### src/rtl/ect_pkg.sv
package ect_pkg;

  // Action taken by the reduction engine in one cycle.
  typedef enum logic [2:0] {
    RULE_IDLE,
    RULE_PAIR_PIPE,
    RULE_PARK_PIPE,
    RULE_PAIR_FIFO,
    RULE_PARK_FIFO
  } rule_e;

  // A value leaving the adder has priority over the queue head.
  // A value is paired when its set already has a parked partner, otherwise it is parked.
  function automatic rule_e pick_rule(input logic pipe_v, input logic pipe_mate,
                                      input logic fifo_v, input logic fifo_mate);
    if (pipe_v) return pipe_mate ? RULE_PAIR_PIPE : RULE_PARK_PIPE;
    if (fifo_v) return fifo_mate ? RULE_PAIR_FIFO : RULE_PARK_FIFO;
    return RULE_IDLE;
  endfunction

endpackage

### src/rtl/ect_fifo.sv
module ect_fifo #(
  parameter int WIDTH = 19,
  parameter int DEPTH = 16
) (
  input  logic             clk,
  input  logic             rst_n,
  input  logic             push,
  input  logic [WIDTH-1:0] din,
  input  logic             pop,
  output logic [WIDTH-1:0] dout,
  output logic             empty,
  output logic             full
);
  localparam int AW = (DEPTH > 1) ? $clog2(DEPTH) : 1;
  localparam int CW = AW + 1;

  logic [WIDTH-1:0] mem [DEPTH];
  logic [AW-1:0]    wr_ptr, rd_ptr;
  logic [CW-1:0]    count;
  logic             push_ok, pop_ok;

  assign full    = (count == CW'(DEPTH));
  assign empty   = (count == '0);
  assign push_ok = push && !full;
  assign pop_ok  = pop && !empty;
  assign dout    = mem[rd_ptr];

  always_ff @(posedge clk) begin
    if (push_ok) mem[wr_ptr] <= din;
  end

  always_ff @(posedge clk) begin
    if (!rst_n) begin
      wr_ptr <= '0;
      rd_ptr <= '0;
      count  <= '0;
    end else begin
      if (push_ok) wr_ptr <= (wr_ptr == AW'(DEPTH-1)) ? '0 : wr_ptr + 1'b1;
      if (pop_ok)  rd_ptr <= (rd_ptr == AW'(DEPTH-1)) ? '0 : rd_ptr + 1'b1;
      count <= count + CW'(push_ok) - CW'(pop_ok);
    end
  end
endmodule

### src/rtl/ect_add_pipe.sv
module ect_add_pipe #(
  parameter int DATA_W = 16,
  parameter int SET_W  = 3,
  parameter int LAT    = 14
) (
  input  logic              clk,
  input  logic              rst_n,
  input  logic              in_v,
  input  logic [SET_W-1:0]  in_set,
  input  logic [DATA_W-1:0] in_a,
  input  logic [DATA_W-1:0] in_b,
  output logic              out_v,
  output logic [SET_W-1:0]  out_set,
  output logic [DATA_W-1:0] out_val
);
  logic [LAT-1:0]    v_q;
  logic [SET_W-1:0]  s_q [LAT];
  logic [DATA_W-1:0] d_q [LAT];
  logic [DATA_W-1:0] sum_in;

  // Behavioural stand-in for the adder: result formed at entry, carried LAT stages.
  assign sum_in = in_a + in_b;

  for (genvar g = 0; g < LAT; g++) begin : g_stage
    if (g == 0) begin : g_head
      always_ff @(posedge clk) begin
        if (!rst_n) v_q[0] <= 1'b0;
        else        v_q[0] <= in_v;
        s_q[0] <= in_set;
        d_q[0] <= sum_in;
      end
    end else begin : g_body
      always_ff @(posedge clk) begin
        if (!rst_n) v_q[g] <= 1'b0;
        else        v_q[g] <= v_q[g-1];
        s_q[g] <= s_q[g-1];
        d_q[g] <= d_q[g-1];
      end
    end
  end

  assign out_v   = v_q[LAT-1];
  assign out_set = s_q[LAT-1];
  assign out_val = d_q[LAT-1];
endmodule

### src/rtl/ect_set_table.sv
module ect_set_table #(
  parameter int SET_W  = 3,
  parameter int DATA_W = 16,
  parameter int CNT_W  = 5
) (
  input  logic              clk,
  input  logic              rst_n,
  input  logic              f_inc_v,
  input  logic [SET_W-1:0]  f_inc_set,
  input  logic              f_dec_v,
  input  logic [SET_W-1:0]  f_dec_set,
  input  logic              p_inc_v,
  input  logic [SET_W-1:0]  p_inc_set,
  input  logic              p_dec_v,
  input  logic [SET_W-1:0]  p_dec_set,
  input  logic              b_wr_v,
  input  logic [SET_W-1:0]  b_wr_set,
  input  logic [DATA_W-1:0] b_wr_val,
  input  logic              b_clr_v,
  input  logic [SET_W-1:0]  b_clr_set,
  input  logic              fin_clr_v,
  input  logic [SET_W-1:0]  fin_clr_set,
  output logic [(1<<SET_W)-1:0] b_full,
  output logic [DATA_W-1:0]     b_val [1<<SET_W],
  output logic [(1<<SET_W)-1:0] last_one
);
  localparam int NSETS = 1 << SET_W;

  // One queue counter, one adder counter and one parked slot per set.
  for (genvar g = 0; g < NSETS; g++) begin : g_set
    localparam logic [SET_W-1:0] ID = SET_W'(g);
    logic [CNT_W-1:0]  fcnt, pcnt, occ;
    logic              bq;
    logic [DATA_W-1:0] vq;
    logic f_up, f_dn, p_up, p_dn, wr_hit, clr_hit;

    assign f_up    = f_inc_v && (f_inc_set == ID);
    assign f_dn    = f_dec_v && (f_dec_set == ID);
    assign p_up    = p_inc_v && (p_inc_set == ID);
    assign p_dn    = p_dec_v && (p_dec_set == ID);
    assign wr_hit  = b_wr_v && (b_wr_set == ID);
    assign clr_hit = (b_clr_v && (b_clr_set == ID)) || (fin_clr_v && (fin_clr_set == ID));

    always_ff @(posedge clk) begin
      if (!rst_n) begin
        fcnt <= '0;
        pcnt <= '0;
        bq   <= 1'b0;
        vq   <= '0;
      end else begin
        fcnt <= fcnt + CNT_W'(f_up) - CNT_W'(f_dn);
        pcnt <= pcnt + CNT_W'(p_up) - CNT_W'(p_dn);
        if (wr_hit) begin
          bq <= 1'b1;
          vq <= b_wr_val;
        end else if (clr_hit) begin
          bq <= 1'b0;
        end
      end
    end

    assign occ         = fcnt + pcnt + CNT_W'(bq);
    assign last_one[g] = bq && (occ == CNT_W'(1));
    assign b_full[g]   = bq;
    assign b_val[g]    = vq;
  end
endmodule

### src/rtl/ect_side_mem.sv
module ect_side_mem #(
  parameter int SET_W  = 3,
  parameter int DATA_W = 16
) (
  input  logic              clk,
  input  logic              rst_n,
  input  logic              flag_wr_v,
  input  logic [SET_W-1:0]  flag_wr_set,
  input  logic              flag_wr_bit,
  input  logic              sum_wr_v,
  input  logic [SET_W-1:0]  sum_wr_set,
  input  logic [DATA_W-1:0] sum_wr_val,
  input  logic              sum_wr_single,
  input  logic              clr_v,
  input  logic [SET_W-1:0]  clr_set,
  input  logic [SET_W-1:0]  rd_set,
  output logic [DATA_W-1:0] rd_sum,
  output logic [(1<<SET_W)-1:0] done_q,
  output logic [(1<<SET_W)-1:0] have_sum_q,
  output logic [(1<<SET_W)-1:0] single_q
);
  localparam int NSETS = 1 << SET_W;

  logic [DATA_W-1:0] sum_mem [NSETS];

  // Sum store: one write port from the primary side, one read port to the correction adder.
  always_ff @(posedge clk) begin
    if (sum_wr_v) sum_mem[sum_wr_set] <= sum_wr_val;
  end
  assign rd_sum = sum_mem[rd_set];

  always_ff @(posedge clk) begin
    if (!rst_n) begin
      done_q     <= '0;
      have_sum_q <= '0;
      single_q   <= '0;
    end else begin
      if (flag_wr_v && flag_wr_bit) done_q[flag_wr_set] <= 1'b1;
      if (sum_wr_v) begin
        have_sum_q[sum_wr_set] <= 1'b1;
        single_q[sum_wr_set]   <= sum_wr_single;
      end
      if (clr_v) begin
        done_q[clr_set]     <= 1'b0;
        have_sum_q[clr_set] <= 1'b0;
        single_q[clr_set]   <= 1'b0;
      end
    end
  end
endmodule

### src/rtl/err_completion_tracker.sv
module err_completion_tracker
  import ect_pkg::*;
#(
  parameter int SET_W   = 3,
  parameter int DATA_W  = 16,
  parameter int FIFO_D  = 16,
  parameter int ADD_LAT = 14
) (
  input  logic              clk,
  input  logic              rst_n,
  input  logic              err_valid,
  input  logic [SET_W-1:0]  err_set,
  input  logic [DATA_W-1:0] err_value,
  input  logic              err_primary_done,
  input  logic              sum_valid,
  input  logic [SET_W-1:0]  sum_set,
  input  logic [DATA_W-1:0] sum_value,
  input  logic              sum_single,
  output logic              res_valid,
  output logic [SET_W-1:0]  res_set,
  output logic [DATA_W-1:0] res_value,
  output logic [DATA_W-1:0] res_sum,
  output logic [DATA_W-1:0] res_error
);
  localparam int NSETS = 1 << SET_W;
  localparam int ENT_W = SET_W + DATA_W;
  localparam int CNT_W = $clog2(FIFO_D + ADD_LAT + 2) + 1;

  function automatic logic [DATA_W-1:0] fix_add(input logic [DATA_W-1:0] a,
                                                 input logic [DATA_W-1:0] b);
    return a + b;
  endfunction

  // Input queue
  logic [ENT_W-1:0]  head;
  logic              fifo_empty, fifo_full, fifo_pop;
  logic [SET_W-1:0]  head_set;
  logic [DATA_W-1:0] head_val;

  ect_fifo #(.WIDTH(ENT_W), .DEPTH(FIFO_D)) u_fifo (
    .clk(clk), .rst_n(rst_n),
    .push(err_valid), .din({err_set, err_value}),
    .pop(fifo_pop), .dout(head),
    .empty(fifo_empty), .full(fifo_full)
  );
  assign head_set = head[ENT_W-1:DATA_W];
  assign head_val = head[DATA_W-1:0];

  // Reduction adder
  logic              pv, add_in_v;
  logic [SET_W-1:0]  pset, add_in_set;
  logic [DATA_W-1:0] pval, add_a, add_b;

  ect_add_pipe #(.DATA_W(DATA_W), .SET_W(SET_W), .LAT(ADD_LAT)) u_add (
    .clk(clk), .rst_n(rst_n),
    .in_v(add_in_v), .in_set(add_in_set), .in_a(add_a), .in_b(add_b),
    .out_v(pv), .out_set(pset), .out_val(pval)
  );

  // Per-set occupancy and parked values
  logic [NSETS-1:0]  b_full, last_one;
  logic [DATA_W-1:0] b_val [NSETS];
  logic              park_v;
  logic [SET_W-1:0]  park_set;
  logic [DATA_W-1:0] park_val;
  logic              fin_fire;
  logic [SET_W-1:0]  fin_set;

  // Named rule events
  rule_e rule;
  logic  ev_pair_pipe, ev_park_pipe, ev_pair_fifo, ev_park_fifo;

  assign rule         = pick_rule(pv, b_full[pset], !fifo_empty, b_full[head_set]);
  assign ev_pair_pipe = (rule == RULE_PAIR_PIPE);
  assign ev_park_pipe = (rule == RULE_PARK_PIPE);
  assign ev_pair_fifo = (rule == RULE_PAIR_FIFO);
  assign ev_park_fifo = (rule == RULE_PARK_FIFO);

  assign fifo_pop   = ev_pair_fifo || ev_park_fifo;
  assign add_in_v   = ev_pair_pipe || ev_pair_fifo;
  assign add_in_set = ev_pair_pipe ? pset : head_set;
  assign add_a      = ev_pair_pipe ? pval : head_val;
  assign add_b      = b_val[add_in_set];
  assign park_v     = ev_park_pipe || ev_park_fifo;
  assign park_set   = ev_park_pipe ? pset : head_set;
  assign park_val   = ev_park_pipe ? pval : head_val;

  ect_set_table #(.SET_W(SET_W), .DATA_W(DATA_W), .CNT_W(CNT_W)) u_table (
    .clk(clk), .rst_n(rst_n),
    .f_inc_v(err_valid), .f_inc_set(err_set),
    .f_dec_v(fifo_pop), .f_dec_set(head_set),
    .p_inc_v(add_in_v), .p_inc_set(add_in_set),
    .p_dec_v(pv), .p_dec_set(pset),
    .b_wr_v(park_v), .b_wr_set(park_set), .b_wr_val(park_val),
    .b_clr_v(add_in_v), .b_clr_set(add_in_set),
    .fin_clr_v(fin_fire), .fin_clr_set(fin_set),
    .b_full(b_full), .b_val(b_val), .last_one(last_one)
  );

  // Flag and primary-sum stores
  logic [NSETS-1:0]  done_q, have_sum_q, single_q;
  logic [DATA_W-1:0] stored_sum;

  ect_side_mem #(.SET_W(SET_W), .DATA_W(DATA_W)) u_side (
    .clk(clk), .rst_n(rst_n),
    .flag_wr_v(err_valid), .flag_wr_set(err_set), .flag_wr_bit(err_primary_done),
    .sum_wr_v(sum_valid), .sum_wr_set(sum_set), .sum_wr_val(sum_value),
    .sum_wr_single(sum_single),
    .clr_v(fin_fire), .clr_set(fin_set),
    .rd_set(fin_set), .rd_sum(stored_sum),
    .done_q(done_q), .have_sum_q(have_sum_q), .single_q(single_q)
  );

  // Completion decision: lowest ready set wins
  logic [NSETS-1:0]  set_ready;
  logic [DATA_W-1:0] fin_err;

  assign set_ready = have_sum_q & (single_q | (done_q & last_one));
  assign fin_fire  = |set_ready;

  always_comb begin
    fin_set = '0;
    for (int i = NSETS - 1; i >= 0; i--) begin
      if (set_ready[i]) fin_set = SET_W'(i);
    end
  end

  assign fin_err = single_q[fin_set] ? '0 : b_val[fin_set];

  // Correction adder and result register
  always_ff @(posedge clk) begin
    if (!rst_n) begin
      res_valid <= 1'b0;
      res_set   <= '0;
      res_value <= '0;
      res_sum   <= '0;
      res_error <= '0;
    end else begin
      res_valid <= fin_fire;
      if (fin_fire) begin
        res_set   <= fin_set;
        res_sum   <= stored_sum;
        res_error <= fin_err;
        res_value <= fix_add(stored_sum, fin_err);
      end
    end
  end
endmodule

### config.mk
export PLATFORM = sky130hd
export DESIGN_NAME = err_completion_tracker
export DESIGN_NICKNAME = d
export VERILOG_FILES = /design/src/rtl/ect_pkg.sv /design/src/rtl/ect_fifo.sv /design/src/rtl/ect_add_pipe.sv /design/src/rtl/ect_set_table.sv /design/src/rtl/ect_side_mem.sv /design/src/rtl/err_completion_tracker.sv
export SDC_FILE = /design/constraint.sdc
export NUM_CORES = 2
export LEC_CHECK = 0
export ABC_AREA = 1
export BUFFER_PORTS_ARGS = -buffer_cell sky130_fd_sc_hd__buf_2
export CAP_MARGIN = 20
export CORE_ASPECT_RATIO = 0.75
export CORE_MARGIN = 2
export CORE_UTILIZATION = 44
export CTS_CLUSTER_DIAMETER = 200
export DETAILED_ROUTE_END_ITERATION = 12
export PLACE_DENSITY = 0.74
export SLEW_MARGIN = 20
export SYNTH_ARGS = -nofsm -noshare
export SYNTH_HDL_FRONTEND = slang
export SYNTH_SLANG_ARGS = --single-unit
### constraint.sdc
create_clock -name clk -period 5.15 [get_ports clk]
set_input_delay 0.2575 -clock clk [delete_from_list [all_inputs] [get_ports clk]]
set_output_delay 0.2575 -clock clk [all_outputs]
set_load 0.02 [all_outputs]
Yosys cells after proc, flatten, opt, wreduce, memory -nomap -nowiden
Memory sizes are Yosys's and may differ from the RTL's. A register that Yosys moved wholly into a read port is not among the register bits.
Cells that the tools add are included.
W data, S select, Z words.
{"block": "word_totals", "memories": 4, "output_inout_bits": 52, "input_bits": 44, "word_cells": 358, "mem_bits_rw": 698, "reg_bits": 335}
{"block": "classes", "n_mux": 74, "n_reduce_logical": 91, "add_sub_neg": 54, "eq_ne": 57, "bitwise_logic": 11, "order_cmp": 10}
{"memory": "u_fifo.mem", "depth": 16, "width": 19, "read_ports": 1, "rd_clocked_by_memory_dff": 1, "write_ports": 1, "line": "ect_fifo.sv:17", "rtl": "logic [WIDTH-1:0] mem [DEPTH];"}
{"memory": "u_add.d_q", "depth": 14, "width": 16, "read_ports": 14, "rd_clocked_by_memory_dff": 0, "write_ports": 14, "line": "ect_add_pipe.sv:18", "rtl": "logic [DATA_W-1:0] d_q [LAT];"}
{"memory": "u_side.sum_mem", "depth": 8, "width": 16, "read_ports": 1, "rd_clocked_by_memory_dff": 0, "write_ports": 1, "line": "ect_side_mem.sv:24", "rtl": "logic [DATA_W-1:0] sum_mem [NSETS];"}
{"memory": "u_add.s_q", "depth": 14, "width": 3, "read_ports": 14, "rd_clocked_by_memory_dff": 0, "write_ports": 14, "line": "ect_add_pipe.sv:17", "rtl": "logic [SET_W-1:0] s_q [LAT];"}
{"op": "$add A6 B1 Y6", "count": 24}
{"op": "$mux W16", "count": 7}
{"op": "$bmux W16 S3", "count": 2}
{"op": "$sub A6 B1 Y6", "count": 16}
{"op": "$eq A3 B3 Y1 const B", "count": 25}
{"op": "$mux W8", "count": 9}
{"op": "$logic_and A1 B1 Y1", "count": 62}
{"op": "$add A6 B6 Y6", "count": 8}
{"op": "$eq A6 B1 Y1 const B", "count": 8}
{"op": "$mux W3", "count": 15}
{"op": "$eq A3 B2 Y1 const B", "count": 14}
{"op": "$and A8 B8 Y8", "count": 5}
{"op": "$add A16 B16 Y16", "count": 2}
{"op": "$mux W1", "count": 29}
{"op": "$or A8 B8 Y8", "count": 3}
{"op": "$eq A3 B1 Y1 const B", "count": 7}
{"op": "$lt A3 B4 Y1 const B", "count": 5}
{"op": "$logic_not A3 Y1", "count": 6}
{"op": "$mux W4", "count": 4}
{"op": "$reduce_bool A2 Y1", "count": 8}
{"op": "$logic_or A1 B1 Y1", "count": 11}
{"op": "$bmux W1 S3", "count": 3}
{"op": "$demux W1 S3", "count": 3}
{"op": "$ge A3 B1 Y1 const B", "count": 3}
{"op": "other kinds (13)", "count": 18}

Depth between registers and ports, before layout
{"block": "depth", "depth_word": 22, "depth_mapped": 44, "mapped_depth_nobuf": 43}

Cells and area by module
Synthesis repeated with hierarchy kept, for this count alone.
{"block": "hier_totals", "cells_unflattened": 5407, "hier_area_um2": 45790.2}
{"module": "ect_fifo", "n_inst": 1, "seq_area_each_um2": 9469.1, "cells_each": 1262, "area_each_um2": 13603.0}
{"module": "ect_set_table", "n_inst": 1, "seq_area_each_um2": 4644.5, "cells_each": 1912, "area_each_um2": 13143.9}
{"module": "ect_add_pipe", "n_inst": 1, "seq_area_each_um2": 5605.4, "cells_each": 488, "area_each_um2": 6665.1}
{"module": "ect_side_mem", "n_inst": 1, "seq_area_each_um2": 4324.1, "cells_each": 712, "area_each_um2": 6603.8}
{"module": "err_completion_tracker", "n_inst": 1, "seq_area_each_um2": 1041.0, "cells_each": 1033, "area_each_um2": 5774.3}

Worst setup path after synthesis
OpenSTA, ideal clock, no wires.
{"block": "synth_timing", "kind": "register -> register", "start": "register u_table.g_set[0].bq", "end": "register res_value[14]", "stages_incl_launch_ff": 37, "required_ns": 5.033, "path_buffers": 2, "arrival_time_ns": 5.007, "setup_time_ns": 0.117, "period_less_slack_ns": 5.124, "setup_slack_ns": 0.026, "path_cell_list": "dfxtp_1 > fa_1 > fa_1 > or2_0 > a21oi_1 > nand2_1 > nor2_1 > nand4_1 > nand2_1 > nand2_2 > nand2_1 > inv_1 > nand2_2 > inv_2 > nor2_2 > inv_2 > buf_2 > buf_2 > o221ai_1 > o21ai_1 > nand2_1 > inv_1 > ha_1 > fa_1 > nand3_1 > nand2_1 > nand2_1 > o211ai_1 > nand2_1 > nand2_1 > a21oi_1 > o21ai_0 > a21oi_1 > o21bai_1 > xor2_1 > nor2_1 > nor2_1"}
{"block": "synth_between", "elab_chain_cells": 13, "elab_cells_between_ends": 17, "cone_classes": "add/sub (2); eq/ne (1); mux (7); bitwise (4); reduce/logical (2); memory (1)"}
{"element": "from (decl)", "line": "ect_set_table.sv:33", "rtl": "logic bq;"}
{"element": "from (signal assigned)", "line": "ect_set_table.sv:48", "rtl": "bq <= 1'b0;"}
{"element": "from (signal assigned)", "line": "ect_set_table.sv:54", "rtl": "bq <= 1'b1;"}
{"element": "from (signal assigned)", "line": "ect_set_table.sv:57", "rtl": "bq <= 1'b0;"}
{"element": "$add A6 B1 Y6", "line": "ect_set_table.sv:62", "rtl": "assign occ = fcnt + pcnt + CNT_W'(bq);"}
{"element": "$eq A6 B1 Y1", "line": "ect_set_table.sv:63", "rtl": "assign last_one[g] = bq && (occ == CNT_W'(1));"}
{"element": "$logic_and A1 B1 Y1 *", "line": "ect_set_table.sv:63"}
{"element": "$and A8 B8 Y8 *", "line": "err_completion_tracker.sv:118", "rtl": "assign set_ready = have_sum_q & (single_q | (done_q & last_one));"}
{"element": "$or A8 B8 Y8 *", "line": "err_completion_tracker.sv:118"}
{"element": "$and A8 B8 Y8 *", "line": "err_completion_tracker.sv:118"}
{"element": "$mux W3 *", "line": "err_completion_tracker.sv:124", "rtl": "if (set_ready[i]) fin_set = SET_W'(i);"}
{"element": "$not A3 Y4 (not written as such)", "line": "err_completion_tracker.sv:128", "rtl": "assign fin_err = single_q[fin_set] ? '0 : b_val[fin_set];"}
{"element": "$bmux W16 S3", "line": "err_completion_tracker.sv:128"}
{"element": "$mux W16 (not written as such) (2 in series)", "line": "err_completion_tracker.sv:128"}
{"element": "$mux W16 *", "line": "err_completion_tracker.sv:128"}
{"element": "named net fin_err[0]", "line": "err_completion_tracker.sv:116", "rtl": "logic [DATA_W-1:0] fin_err;"}
{"element": "$add A16 B16 Y16 *", "line": "err_completion_tracker.sv:31", "rtl": "return a + b;"}
{"element": "to (signal assigned)", "line": "err_completion_tracker.sv:144", "rtl": "res_value <= fix_add(stored_sum, fin_err);"}
{"element": "to (decl)", "line": "err_completion_tracker.sv:21", "rtl": "output logic [DATA_W-1:0] res_value,"}
The timed path passes the listed nets; every way through them passes the cells marked *. The select of a mux whose other input is x is not followed.
A chain may end at the register's enable or synchronous reset.

Final worst setup path
{"block": "layout_timing", "start": "register u_table.g_set[1].bq", "end": "register res_value[9]"}
{"block": "layout_between", "elab_chain_cells": 14, "elab_cells_between_ends": 18, "cone_classes": "add/sub (2); eq/ne (1); mux (8); bitwise (4); reduce/logical (2); memory (1)"}
{"element": "from (decl)", "line": "ect_set_table.sv:33"}
{"element": "from (signal assigned)", "line": "ect_set_table.sv:48"}
{"element": "from (signal assigned)", "line": "ect_set_table.sv:54"}
{"element": "from (signal assigned)", "line": "ect_set_table.sv:57"}
{"element": "$add A6 B1 Y6", "line": "ect_set_table.sv:62"}
{"element": "$eq A6 B1 Y1", "line": "ect_set_table.sv:63"}
{"element": "$logic_and A1 B1 Y1 *", "line": "ect_set_table.sv:63"}
{"element": "$and A8 B8 Y8 *", "line": "err_completion_tracker.sv:118"}
{"element": "$or A8 B8 Y8 *", "line": "err_completion_tracker.sv:118"}
{"element": "$and A8 B8 Y8 *", "line": "err_completion_tracker.sv:118"}
{"element": "$mux W3 * (2 in series)", "line": "err_completion_tracker.sv:124"}
{"element": "$not A3 Y4 (not written as such)", "line": "err_completion_tracker.sv:128"}
{"element": "$bmux W16 S3", "line": "err_completion_tracker.sv:128"}
{"element": "$mux W16 (not written as such) (2 in series)", "line": "err_completion_tracker.sv:128"}
{"element": "$mux W16 *", "line": "err_completion_tracker.sv:128"}
{"element": "named net fin_err[2]", "line": "err_completion_tracker.sv:116"}
{"element": "$add A16 B16 Y16 *", "line": "err_completion_tracker.sv:31"}
Marks and branches as above.

==> run metrics <==
outcome complete, but fails checks; failing checks setup timing; Nets 4815; final core utilization 52.9%; vias in the first global route 29849; Setup crit start kind flip-flop; NetSw 11.6 mW; vias post-DR 31396; total power 31.2 mW; TritonCTS Buffers 96; Max clock buf depth 3; Remaining DRCs 0; initial antenna violation count 3; FF-to-FF path depth 32; CORE AREA 95500 sq um; Syn Nets 4512; final setup margin -0.212 ns; CTS clock-pin slew for the worst setup and hold paths 0.06 ns; Port Buffers 95; most common flop cell mapped by yosys dfxtp_1; clk sinks 1037; Net Sw Frac 37.3%; post-synthesis cell type count 51; FFs w/ async S/R, synth 0%; mean post-synth cell area 9.97 sq um; largest net degree at the start of global routing 166; 1st-pass router iterations 6; Initial Util 44.5%; CP Class flip-flop to flip-flop; GRT overflow 0; clock share of power 23.9%; io pins 96; DR vias/cell 5.32; WL/cell 17.9 microns; worst slew pin tran 1.08 ns; CP Launch Point u_table.g_set[1].bq; 1st-iter DRT viols 3188; sequential-to-total area share from yosys stat 59.0%; DRT antenna net count 0; layout cells sized above 1 15.8%; reg-to-reg endpoint res_value[9]; worst skew pair latency 0.70 ns; row count 98; HP Start sum_set[1]; f_max 0.186 GHz; Area Overhead vs Synth 18.8%; hold path depth 4; CP max stage cell fa_1; hpwl dp 67.6 mm; most used cell, CP buf_4; TritonCTS clock tree done; Max stage delay on crit path 0.47 ns; EDFF count, synth 432; r2r startpoint u_table.g_set[1].bq; H-tree levels 3; crit end category flip-flop; Cell Area, Synth 42500 sq um; Hold Path Class primary input to flip-flop; crit path time final 5.36 ns; Finish-stage setup viols 5; Final period util 104%; Slew headroom 28.2%; die area 99200 sq um; max-cap check violation count 0; leakage 21.2 nW; VDD IR-drop max 427 uV; final hold violation count 0; reg-to-reg slack, setup -0.21 ns; Hold Path End u_side.single_q[0]; Pint 19.6 mW; #FFs+latches synth 1037; Post-Synthesis Cells 4266; RSZ-0062 raised after global routing true; crit path DAT 5.89 ns; placer congestion estimate 0.905; Slew Viols, Final 0; Crit path required time 5.68 ns; first-pass GRT wire length 163 mm; Global Route Usage Sum 20.7%; setup TNS -0.520 ns; CP Max Fanout 8; Final Skew 0.0644 ns; die height 273 microns; final WL 105 mm; Flop pwr share 36.7%; die width 363 microns; root buf cell clkbuf_16; combinational fraction of design power 39.4%; Power Dens Cells 618 nW/um^2; synth warn 0
-- through the flow --
stage / worst slack [ns] / hold WS (ns) / cell area, sq um / cells
2_1_floorplan: 0.0262 / 0.310 / 42500 / 4266
3_3_place_gp: -0.134 / 0.310 / 45600 / 5637
3_5_place_dp: -0.301 / 0.312 / 45600 / 5637
4_1_cts: -0.0102 / 0.0259 / 49900 / 5884
5_1_grt: -0.458 / 0.0627 / 50500 / 5901
6_report: -0.212 / 0.0471 / 50500 / 5901
-- layer usage --
| layer | wire length (microns) | up-vias | global-route usage [%] |
|---|---|---|---|
| met5 | 13 | - | 0 |
| met4 | 2870 | 2 | 6.51 |
| met3 | 8730 | 237 | 3.77 |
| met2 | 47700 | 1187 | 32.1 |
| met1 | 46100 | 14902 | 29.5 |
| li1 | - | 15068 | - |
-- layout make-up --
| cell class | instances | area [sq um] |
|---|---|---|
| multi-input combinational | 2414 | 15000 |
| sequential | 1037 | 25100 |
| antenna | 1 | 2.50 |
| fill | 7979 | 45000 |
| clock inverter | 40 | 460 |
| inverter | 637 | 2420 |
| tap | 1250 | 1560 |
| clock buffer | 139 | 2950 |
| timing repair buffer | 383 | 3030 |
-- placed cells by master, fill, tap and decap left out, types with 10 or more instances in the layout --
master         count
a211oi_1          21
a21oi_1          371
a21oi_2           37
buf_12            16
buf_2             94
buf_4            224
buf_6             12
clkbuf_1          13
clkbuf_16        106
clkbuf_8          22
clkinv_2          13
dfxtp_1          595
dlygate4sd3_1     33
edfxtp_1         432
fa_1              28
ha_1             157
ha_4              10
inv_1            607
inv_2             20
inv_4             11
mux2i_1           68
nand2_1          424
nand2_2           28
nand2_4           10
nand3_1          112
nand3_2           11
nand4_1           40
nor2_1           290
nor2_2            15
nor2_4            11
nor3_1            43
o211ai_1          80
o21ai_0          364
o21ai_1           44
o21bai_1          22
o221ai_1          14
o22ai_1           63
xnor2_1           12
xor2_1            46
-- cells in the mapped netlist, types with 3 or more instances --
master / count / area [sq um]
a41oi_1: 5 / 43.8
dfxtp_1: 605 / 12100
o21ai_1: 42 / 210
buf_2: 32 / 160
buf_6: 7 / 78.8
nor4_1: 9 / 56.3
clkbuf_1: 109 / 409
nand3_1: 123 / 616
nand4_1: 40 / 250
edfxtp_1: 432 / 13000
o211ai_1: 80 / 601
nor2_1: 311 / 1170
ha_1: 169 / 2110
nand3b_1: 3 / 22.5
nor2_2: 4 / 25.0
or2_2: 7 / 43.8
o21bai_1: 23 / 173
a211oi_1: 21 / 158
inv_1: 619 / 2320
buf_1: 23 / 86.3
nand2_2: 10 / 62.6
fa_1: 33 / 661
a21oi_1: 394 / 1970
xor2_1: 46 / 403
buf_4: 6 / 45.0
o211ai_2: 5 / 62.6
nor3_1: 49 / 245
o221ai_1: 15 / 131
mux2i_1: 68 / 681
o22ai_1: 73 / 457
o31ai_1: 15 / 113
inv_2: 14 / 52.6
xnor2_1: 14 / 123
o21ai_0: 373 / 1870
nand2_1: 451 / 1690
a21oi_2: 15 / 131
-- flip-flops by register name, indices dropped and copies added (netlist names), 42 cells and up, named ones only --
register,flops
u_side.sum_mem,128
u_table.g_set.vq,128
u_table.g_set.fcnt,48
u_table.g_set.pcnt,48
u_add.d_q,224
u_add.s_q,42
u_fifo.mem,304
-- power by group through the flow --
stage	combinational, mW	clock (mW)	sequential [mW]
after global routing	13.6	7.88	11.6
final	12.3	7.45	11.4
after global placement	10.7	0	11.5
after CTS	11.4	7.54	11.4
after floorplan	7.39	0	11.3
after detailed placement	11.0	0	11.6
-- timing repair --
item	CTS	global route
cloned	2	2
gates resized for setup	70	115
endpoints found under the hold margin	388	0
setup endpoints to repair	8	13
buffers inserted	35	16
pin swaps	42	72
hold buffers	33	0
-- critical path: cells and delay by family (launching register included) --
family          cells  cell delay, ns
flops               1            0.33
buf+inv             9            1.19
fa+ha+maj           3            1.09
xor+xnor            1            0.12
simple gates       10            1.17
compound gates      9            1.28
-- logic make-up after synthesis --
logic type / count (synthesis) / synth area share [%]
buffers and inverters: 815 / 7.50
AOI/OAI and AO/OA: 1069 / 14.1
muxes: 68 / 1.60
and+or+nand+nor: 1015 / 10.1
adders and majority gates: 202 / 6.53
DFF: 1037 / 59.0
xor gates and xnor gates: 60 / 1.24
-- worst max-delay path by stage --
| stage | to | cells past startpoint | slack, ns |
|---|---|---|---|
| detailed placement | res_value[15] | 36 | -0.30 |
| floorplan | res_value[14] | 36 | 0.03 |
| finish | res_value[9] | 32 | -0.21 |
| CTS | res_value[14] | 35 | -0.01 |
| global placement | res_value[15] | 41 | -0.13 |
| global route | res_value[9] | 39 | -0.46 |
(Power assumes the default switching activity.)
